<file path="config.mk">
export PLATFORM = sky130hd
export DESIGN_NAME = rx_pkt_sink
export DESIGN_NICKNAME = d
export VERILOG_FILES = /design/src/rtl/rs_pkg.sv /design/src/rtl/rs_ready_track.sv /design/src/rtl/rs_empty_decode.sv /design/src/rtl/rs_frame_fsm.sv /design/src/rtl/rx_pkt_sink.sv
export SDC_FILE = /design/constraint.sdc
export NUM_CORES = 1
export LEC_CHECK = 0
export ABC_AREA = 1
export BUFFER_PORTS_ARGS = -buffer_cell sky130_fd_sc_hd__buf_4
export CELL_PAD_IN_SITES_DETAIL_PLACEMENT = 1
export CELL_PAD_IN_SITES_GLOBAL_PLACEMENT = 1
export CORE_MARGIN = 2
export CORE_UTILIZATION = 30
export DETAILED_ROUTE_END_ITERATION = 6
export PLACE_DENSITY_LB_ADDON = 0.1
export SKIP_LAST_GASP = 1
export SYNTH_ARGS = -nofsm -noshare
export SYNTH_HDL_FRONTEND = slang
export SYNTH_HIERARCHICAL = 1
export SYNTH_SLANG_ARGS = --single-unit
</file>
<file path="constraint.sdc">
create_clock -name clk -period 1.8 [get_ports clk]
set_input_delay 0.09 -clock clk [delete_from_list [all_inputs] [get_ports clk]]
set_output_delay 0.09 -clock clk [all_outputs]
set_load 0.05 [all_outputs]
</file>
<file path="src/rtl/rs_pkg.sv">
package rs_pkg;
    typedef enum logic {
        S_IDLE = 1'b0,
        S_OPEN = 1'b1
    } rs_state_e;
endpackage

</file>
<file path="src/rtl/rs_ready_track.sv">
module rs_ready_track (
    input  logic clk,
    input  logic rst_n,
    input  logic take_en,
    output logic rdy,
    output logic rdy_d
);
    assign rdy = take_en;

    always_ff @(posedge clk) begin
        if (!rst_n) rdy_d <= 1'b0;
        else        rdy_d <= rdy;
    end
endmodule

</file>
<file path="src/rtl/rs_empty_decode.sv">
module rs_empty_decode #(
    parameter int EW = 3
) (
    input  logic [EW-1:0] field,
    input  logic          last,
    output logic [EW-1:0] bytes
);
    localparam logic [EW-1:0] HALF_MASK = {{(EW-1){1'b1}}, 1'b0};

    always_comb begin
        bytes = last ? (field & HALF_MASK) : '0;
    end


    empty_even_chk: assert final (bytes[0] == 1'b0);
endmodule

</file>
<file path="src/rtl/rs_frame_fsm.sv">
module rs_frame_fsm
    import rs_pkg::*;
#(
    parameter int SW = 8,
    parameter int EW = 3
) (
    input  logic                 clk,
    input  logic                 rst_n,
    input  logic                 acc,
    input  logic                 sop,
    input  logic                 eop,
    input  logic [EW-1:0]        empty_bytes,
    input  logic [SW-1:0]        size,
    output logic                 len_valid,
    output logic [SW+EW:0]       len_bytes,
    output logic                 err_orphan,
    output logic                 err_sop_open,
    output logic                 err_count
);
    localparam int CW = SW + 1;
    localparam int LW = CW + EW;

    rs_state_e       state, nstate;
    logic [CW-1:0]   cnt;
    logic [SW-1:0]   sz;
    logic [CW-1:0]   cnt_inc;
    logic [CW-1:0]   beats_now;
    logic [SW-1:0]   sz_now;

    always_comb begin
        cnt_inc   = (cnt == {CW{1'b1}}) ? cnt : cnt + CW'(1);
        beats_now = sop ? CW'(1) : cnt_inc;
        sz_now    = sop ? size : sz;
    end

    always_comb begin
        nstate = state;
        unique case (state)
            S_IDLE: if (acc && sop && !eop) nstate = S_OPEN;
            S_OPEN: if (acc && eop)         nstate = S_IDLE;
            default:                        nstate = S_IDLE;
        endcase
    end

    always_ff @(posedge clk) begin
        if (!rst_n) state <= S_IDLE;
        else        state <= nstate;
    end

    always_ff @(posedge clk) begin
        if (!rst_n) begin
            cnt <= '0;
            sz  <= '0;
        end else if (acc && sop) begin
            cnt <= CW'(1);
            sz  <= size;
        end else if (acc && state == S_OPEN) begin
            cnt <= beats_now;
        end
    end

    always_ff @(posedge clk) begin
        if (!rst_n) begin
            len_valid    <= 1'b0;
            len_bytes    <= '0;
            err_orphan   <= 1'b0;
            err_sop_open <= 1'b0;
            err_count    <= 1'b0;
        end else begin
            len_valid    <= 1'b0;
            len_bytes    <= '0;
            err_orphan   <= 1'b0;
            err_sop_open <= 1'b0;
            err_count    <= 1'b0;
            if (acc) begin
                unique case (state)
                    S_IDLE: if (!sop) err_orphan <= 1'b1;
                    S_OPEN: if (sop)  err_sop_open <= 1'b1;
                    default: ;
                endcase
                if (eop && (sop || state == S_OPEN)) begin
                    len_valid <= 1'b1;
                    len_bytes <= {beats_now, {EW{1'b0}}} - LW'(empty_bytes);
                    err_count <= (beats_now != {1'b0, sz_now});
                end
            end
        end
    end


    orphan_flag_chk: assert property (@(posedge clk) disable iff (!rst_n)
        (state == S_IDLE && acc && !sop) |=> err_orphan);

    len_after_eop_chk: assert property (@(posedge clk) disable iff (!rst_n)
        len_valid |-> $past(acc && eop));

    restart_when_open_chk: assert property (@(posedge clk) disable iff (!rst_n)
        err_sop_open |-> $past(state == S_OPEN));

    orphan_no_len_chk: assert property (@(posedge clk) disable iff (!rst_n)
        err_orphan |-> !len_valid);
endmodule

</file>
<file path="src/rtl/rx_pkt_sink.sv">
module rx_pkt_sink #(
    parameter int DW = 64,
    parameter int SW = 8
) (
    input  logic                          clk,
    input  logic                          rst_n,
    input  logic                          take_en,
    output logic                          rdy,
    input  logic                          in_valid,
    input  logic                          in_sop,
    input  logic                          in_eop,
    input  logic [$clog2(DW/8)-1:0]       in_empty,
    input  logic [SW-1:0]                 in_size,
    output logic                          len_valid,
    output logic [SW+$clog2(DW/8):0]      len_bytes,
    output logic                          err_hs,
    output logic                          err_orphan,
    output logic                          err_sop_open,
    output logic                          err_count
);
    localparam int BYTES = DW / 8;
    localparam int EW    = $clog2(BYTES);

    logic          rdy_d;
    logic          acc;
    logic [EW-1:0] empty_bytes;

    generate
        if (DW != 32 && DW != 64) begin : g_bad_width
            initial $error("rx_pkt_sink: DW must be 32 or 64");
        end
    endgenerate

    rs_ready_track u_rdy (
        .clk     (clk),
        .rst_n   (rst_n),
        .take_en (take_en),
        .rdy     (rdy),
        .rdy_d   (rdy_d)
    );

    assign acc = in_valid & rdy_d;

    rs_empty_decode #(.EW(EW)) u_empty (
        .field (in_empty),
        .last  (in_eop),
        .bytes (empty_bytes)
    );

    rs_frame_fsm #(.SW(SW), .EW(EW)) u_fsm (
        .clk          (clk),
        .rst_n        (rst_n),
        .acc          (acc),
        .sop          (in_sop),
        .eop          (in_eop),
        .empty_bytes  (empty_bytes),
        .size         (in_size),
        .len_valid    (len_valid),
        .len_bytes    (len_bytes),
        .err_orphan   (err_orphan),
        .err_sop_open (err_sop_open),
        .err_count    (err_count)
    );

    always_ff @(posedge clk) begin
        if (!rst_n) err_hs <= 1'b0;
        else        err_hs <= in_valid & ~rdy_d;
    end


    hs_flag_chk: assert property (@(posedge clk) disable iff (!rst_n)
        (!rdy ##1 in_valid) |=> err_hs);

    hs_no_len_chk: assert property (@(posedge clk) disable iff (!rst_n)
        (!rdy ##1 (in_valid && in_eop)) |=> !len_valid);

    count_with_len_chk: assert property (@(posedge clk) disable iff (!rst_n)
        err_count |-> len_valid);
endmodule

</file>
==> run_results.csv, run 1 <==
group,metric,value,unit
outcome,status,"finished clean",
clock_network,clockRootBuffer,"clkbuf_8",
clock_network,htreeDepth,2,
synthesis,ys_seq_area_frac,0.379,
timing,fin_crit_sh,0.958,
synthesis,yosys_warnings,6,
power,share_comb_of_total_power,0.119,
placement,dpl.hpwl,4270,um
setup_path,critPathKind,"register to register",
synthesis,synthSimpleGateAreaFrac,0.364,
setup_path,r2r_slack,0.07,ns
clock_network,cts_made_buffers,5,
floorplan,initial_core_util,0.305,
drt,drt-initial-drc-count,72,
synthesis,synth_edf_count,0,
placement,gp_congestion,0.814,
power,p_int,0.00114,W
layout,fin_nets,370,
synthesis,synth_top_family_by_area,"simple AND/OR/NAND/NOR gates",
synthesis,muxShareOfSynthArea,0.00526,
placement,dp.cells,413,
power,p_per_area,577,nW/um2
global_route,antenna_found_initial,0,
global_route,grt_pass1_vias,2032,
power,switchingPower,0.000404,W
drt,wirelength,5480,um
global_route,grt_max_degree,20,
synthesis,synth.distinct_cells,33,
floorplan,rows,29,
floorplan,core-area,6240,um2
setup_path,cpMaxStageDelayCell,"dfxtp_2",
clock_network,clk_latency,0.29,ns
global_route,grt_pass1_wl,9340,um
global_route,gr-total-overflow,0,
drt,route.antenna.remaining_nets,0,
placement,port_buffers,33,
timing,setup_viol,0,
synthesis,synth_nets,294,
flow_run,maxCapViolations,0,
synthesis,syn_avg_cell_area,6.92,um2
synthesis,synthArstFlopShare,0,
layout,largest_registers,"u_fsm/len_bytes x12, u_fsm/cnt x9, u_fsm/sz x8",
setup_path,start_kind,"register",
synthesis,synth_compound_area_frac,0.129,
setup_path,required,1.98,ns
timing,fin_skew,0.00482,ns
timing,post-route-worst-setup-slack,0.0747,ns
min_path,hp-class,"input port to register",
drt,drc,0,
floorplan,ios,35,
synthesis,synth-xor-area-share,0.0138,
layout,diodes,0,
power,clkPwrFrac,0.356,
setup_path,crit_family,"simple AND/OR/NAND/NOR gates",
layout,regArea,729,um2
timing,rsz0062_at_grt,"true",
placement,dp_slack,-0.0295,ns
layout,largest_register_ff_count,12,
layout,fin_cells,428,
synthesis,syn_inst,275,
layout,regMostFlops,"u_fsm/len_bytes",
clock_network,clk_path_buf_depth,2,
timing,max_freq,580,MHz
drt,firstDrtPassIters,4,
clock_network,tritoncts,"done",
power,switching_share,0.261,
setup_path,cp.arrival,1.90,ns
power,ir_worst_vdd,0.000310,V
power,power.leakage,1.27,nW
setup_path,cp_slowest_stage_delay,0.35,ns
synthesis,synthAdderAreaFrac,0.0132,
synthesis,synth_ff_type,"dfxtp_1",
global_route,grt_use_total,0.167,
clock_network,clk_pin_slew,0.07,ns
floorplan,die_y,83.6,um
layout,fill_cells,804,
layout,area_growth,40.9,%
drt,via_per_inst,4.53,
layout,drive_gt1_frac,0.339,
timing,slew_viol_final,0,
power,p_seq_frac,0.525,
timing,hold_viol,0,
clock_network,clock_sinks,36,
synthesis,synth_area,1900,um2
drt,wl_per_cell,12.8,um
floorplan,die_x,83.6,um
layout,multi_input_area,1060,um2
setup_path,worst-path-buf-inv,2,
synthesis,synth-seq-cells,36,
timing,fin_crit,1.73,ns
setup_path,cp_max_fo,8,
floorplan,die_area,6990,um2
drt,dr_total_vias,1939,
setup_path,cp-end-kind,"register",
setup_path,crit_chain,"ha_4 -> inv_2 -> nor2_4 -> nand3_4 -> buf_6 -> nand2_4 -> nand3_4 -> nor2_4 -> nand3_2 -> o21ai_1 -> a21oi_1",
power,finalPower,0.00155,W
==> through the flow <==
| stage | util | hold slack [ns] | area [um2] | TNS (ns) |
|---|---|---|---|---|
| floorplan | - | 0.183 | 1900 | 0 |
| global placement | 0.396 | 0.278 | 2470 | 0 |
| detailed placement | 0.396 | 0.288 | 2470 | -0.0804 |
| CTS | 0.414 | 0.0316 | 2580 | -0.00299 |
| global route | 0.429 | 0.0322 | 2680 | -0.306 |
| finish | 0.429 | 0.0356 | 2680 | 0 |
==> tightest hold or removal path, cell delays in order <==
cell and delay (ns):
buf_4 0.08, nand2_1 0.05, nor2_2 0.07
==> metal layers <==
metal / share of wire / track usage
met1: 0.47 / 0.205
met2: 0.49 / 0.290
met3: 0.031 / 0.0386
met4: 0.011 / 0.0513
met5: 0 / 0
==> placed cells by master, fill, tap and decap left out, types with 6 or more instances in the layout <==
master and instances:
nand2_2 6, inv_1 33, dfxtp_1 31, buf_4 73, o21ai_0 24, nand3_1 15, nor2_1 22, a21oi_1 14
nand2_1 67
==> path summary, 6_finish.rpt <==
check,to,depth (start not counted),from
setup / recovery,u_fsm/len_bytes[6],11,u_fsm/cnt[1]
hold / removal,err_hs,3,in_valid
hold reg to reg,err_hs,1,u_rdy/rdy_d
setup reg to reg,u_fsm/len_bytes[6],11,u_fsm/cnt[1]
==> power groups by stage <==
stage,Sequential (W),Clock (W),Combinational (W)
2_1_floorplan,0.000841,0,0.000103
4_1_cts,0.000814,0.000581,0.000181
5_1_grt,0.000814,0.000629,0.000207
6_report,0.000813,0.000550,0.000184
3_3_place_gp,0.000832,0,0.000176
3_5_place_dp,0.000832,0,0.000177
==> synth_stat cells, types with 2 or more instances <==
cell type / number / area [um2]
nand2_1: 71 / 267
dfxtp_1: 36 / 721
inv_1: 34 / 128
o21ai_0: 27 / 135
nor2_1: 25 / 93.8
nand3_1: 18 / 90.1
a21oi_1: 14 / 70.1
nand4_1: 5 / 31.3
nor2_4: 5 / 56.3
buf_2: 4 / 20.0
inv_2: 3 / 11.3
nand2_2: 3 / 18.8
o21ai_1: 3 / 15.0
buf_4: 2 / 15.0
ha_1: 2 / 25.0
nand3_4: 2 / 35.0
nor2_2: 2 / 12.5
nor3_1: 2 / 10.0
or2_1: 2 / 12.5
xor2_1: 2 / 17.5
==> area by class of cell <==
type,count,area share
clock buffers,6,0.0271
clock inverters,1,0.00187
inverters,37,0.0518
multi-input cells,195,0.394
flip-flops and latches,36,0.272
well taps,77,0.0359
repair buffers,76,0.217
==> cell families after synthesis <==
logic type,Yosys count
simple gates,141
compound gates,47
buf+inv,44
flops,36
xor+xnor,3
fa+ha+maj,2
other cells,1
mux,1
==> what timing repair did <==
action                     4_1_cts  5_1_grt
gates resized for setup          5       21
buffers inserted                 2        5
setup endpoints to repair        6        8
hold buffers                     1        0
hold endpoints to repair         1        0
pin swaps                        1        8
Power figures use the tool's default switching activity.
==> run 2: changes to the inputs <==
--- a/config.mk
+++ b/config.mk
@@ -13,2 +13,3 @@
 export CORE_UTILIZATION = 30
+export CTS_BUF_LIST = sky130_fd_sc_hd__clkbuf_4
 export DETAILED_ROUTE_END_ITERATION = 6
==> constraint.sdc (replaced) <==
create_clock -name clk -period 1.8 [get_ports clk]
set_input_delay 0.36 -clock clk [delete_from_list [all_inputs] [get_ports clk]]
set_output_delay 0.36 -clock clk [all_outputs]
set_load 0.05 [all_outputs]
==> run 2 against run 1 <==
Net effect:
- flip-flop and latch count did not move
- sequential power barely moved
- die area did not move
- clock skew rose by 0.0048 ns
- non-clock buffer count rose by 2
- largest power group unchanged
- sequential share of layout area rose by 0.059 points
- critical path depth rose by 1
==> run_results.csv, run 2 (synthesized netlist as in run 1, its figures left out) <==
group,metric,value,unit
drt,dr_total_vias,1994,
power,share_comb_of_total_power,0.130,
timing,fin_crit_sh,0.998,
drt,route.antenna.remaining_nets,0,
drt,firstDrtPassIters,4,
drt,via_per_inst,4.63,
clock_network,clockRootBuffer,"clkbuf_4",
floorplan,initial_core_util,0.305,
global_route,grt_pass1_wl,9380,um
clock_network,cts_made_buffers,5,
power,ir_worst_vdd,0.000285,V
setup_path,critPathKind,"register to register",
outcome,status,"finished clean",
floorplan,core-area,6240,um2
placement,gp_congestion,0.797,
setup_path,required,2.04,ns
placement,dpl.hpwl,4230,um
global_route,grt_use_total,0.165,
layout,regMostFlops,"u_fsm/len_bytes",
timing,max_freq,556,MHz
drt,wirelength,5500,um
drt,drc,0,
power,p_per_area,545,nW/um2
power,p_int,0.00106,W
global_route,grt_max_degree,19,
min_path,hp-class,"input port to register",
floorplan,die_y,83.6,um
drt,drt-initial-drc-count,29,
setup_path,cp_slowest_stage_delay,0.36,ns
timing,slew_viol_final,0,
power,switchingPower,0.000389,W
setup_path,crit_family,"simple AND/OR/NAND/NOR gates",
timing,fin_setup_tns,0,ns
layout,final_cell_mix,"77 x buf_4, 67 x nand2_1, 32 x inv_1",
global_route,antenna_found_initial,0,
setup_path,start_kind,"register",
layout,multi_input_area,1060,um2
timing,rsz0062_at_grt,"true",
layout,drive_gt1_frac,0.342,
layout,diodes,0,
layout,regArea,727,um2
clock_network,htreeDepth,2,
setup_path,cp_max_fo,3,
layout,fin_nets,372,
layout,largest_registers,"u_fsm/len_bytes x12, u_fsm/cnt x9, u_fsm/sz x8",
floorplan,die_area,6990,um2
flow_run,maxCapViolations,0,
timing,fin_crit,1.80,ns
timing,hold_viol,0,
clock_network,clk_path_buf_depth,2,
global_route,grt_pass1_vias,2007,
drt,wl_per_cell,12.8,um
clock_network,postCtsHoldBufs,0,
layout,area_growth,40.1,%
global_route,gr-total-overflow,0,
floorplan,rows,29,
power,switching_share,0.268,
power,clkPwrFrac,0.310,
layout,final_common_cell,"buf_4",
setup_path,cp.arrival,2.04,ns
floorplan,die_x,83.6,um
power,finalPower,0.00145,W
power,power.leakage,1.27,nW
clock_network,clk_latency,0.33,ns
setup_path,crit_chain,"ha_4 -> buf_4 -> buf_4 -> xnor2_1 -> nand2_1 -> o21ai_1 -> buf_4 -> nand2_2 -> nor2_2 -> nand2_1 -> nand2_1 -> nor2_1",
layout,fill_cells,804,
clock_network,clock_sinks,36,
clock_network,clk_pin_slew,0.11,ns
placement,port_buffers,33,
power,p_seq_frac,0.560,
setup_path,cp-end-kind,"register",
timing,fin_skew,0.00960,ns
clock_network,tritoncts,"done",
floorplan,ios,35,
timing,setup_viol,0,
layout,largest_register_ff_count,12,
setup_path,worst-path-buf-inv,3,
setup_path,cpMaxStageDelayCell,"dfxtp_2",
==> run 2: cell types whose count changed in the layout (fill, tap and decap cells not counted), sizes merged <==
cell         change
buf              +3
dlygate4sd3      -1
clkbuf           +1
==> run 2: tightest hold or removal path: cells and delay by family <==
kind / cells / cell delay, ns
buffers and inverters: 2 / 0.12
AND/OR/NAND/NOR: 1 / 0.04
==> run 2: worst paths after layout <==
| kind | from | to | slack (ns) | cells after the start |
|---|---|---|---|---|
| setup reg to reg | u_fsm/cnt[0] | u_fsm/len_bytes[9] | 0.003 | 12 |
| setup / recovery | u_fsm/cnt[0] | u_fsm/len_bytes[9] | 0.003 | 12 |
| hold / removal | take_en | u_rdy/rdy_d | 0.21 | 3 |
| hold reg to reg | u_rdy/rdy_d | err_hs | 0.43 | 1 |
==> run 2: power by group through the flow <==
stage,sequential [W],combinational [W],clock (W)
final,0.000814,0.000188,0.000451
after global routing,0.000816,0.000213,0.000509
after CTS,0.000814,0.000183,0.000475
after detailed placement,0.000832,0.000181,0
after global placement,0.000831,0.000177,0
after floorplan,0.000841,0.000103,0
==> run 2: timing repair <==
item / CTS / global route
pin swaps: 2 / 10
endpoints found under the setup margin: 7 / 8
buffers inserted: 2 / 6
resized for setup: 10 / 13
==> run 2: layout make-up <==
cell class	count	share of cell area
clock buffers	7	0.0197
inverters	37	0.0521
flip-flops and latches	36	0.273
repair buffers	78	0.221
clock inverters	1	0.00141
well taps	77	0.0362
multi-input cells	195	0.397
==> run 2: per-layer routing <==
| metal | part of all wire | global-route usage | up-vias |
|---|---|---|---|
| met5 | 0 | 0 | - |
| met4 | 0.0098 | 0.0455 | 0 |
| met3 | 0.033 | 0.0356 | 6 |
| met2 | 0.50 | 0.282 | 26 |
| met1 | 0.46 | 0.211 | 925 |
| li1 | - | - | 1037 |
==> run 2: stage by stage <==
stage               std cells   util  worst slack, ns  cell area [um2]  hold slack [ns]
floorplan                 275      -            0.143             1900            0.402
global placement          415  0.398          -0.0405             2480            0.430
detailed placement        415  0.398           -0.104             2480            0.433
CTS                       425  0.412          0.00376             2570            0.195
global route              431  0.427           -0.129             2670            0.205
finish                    431  0.427          0.00291             2670            0.214
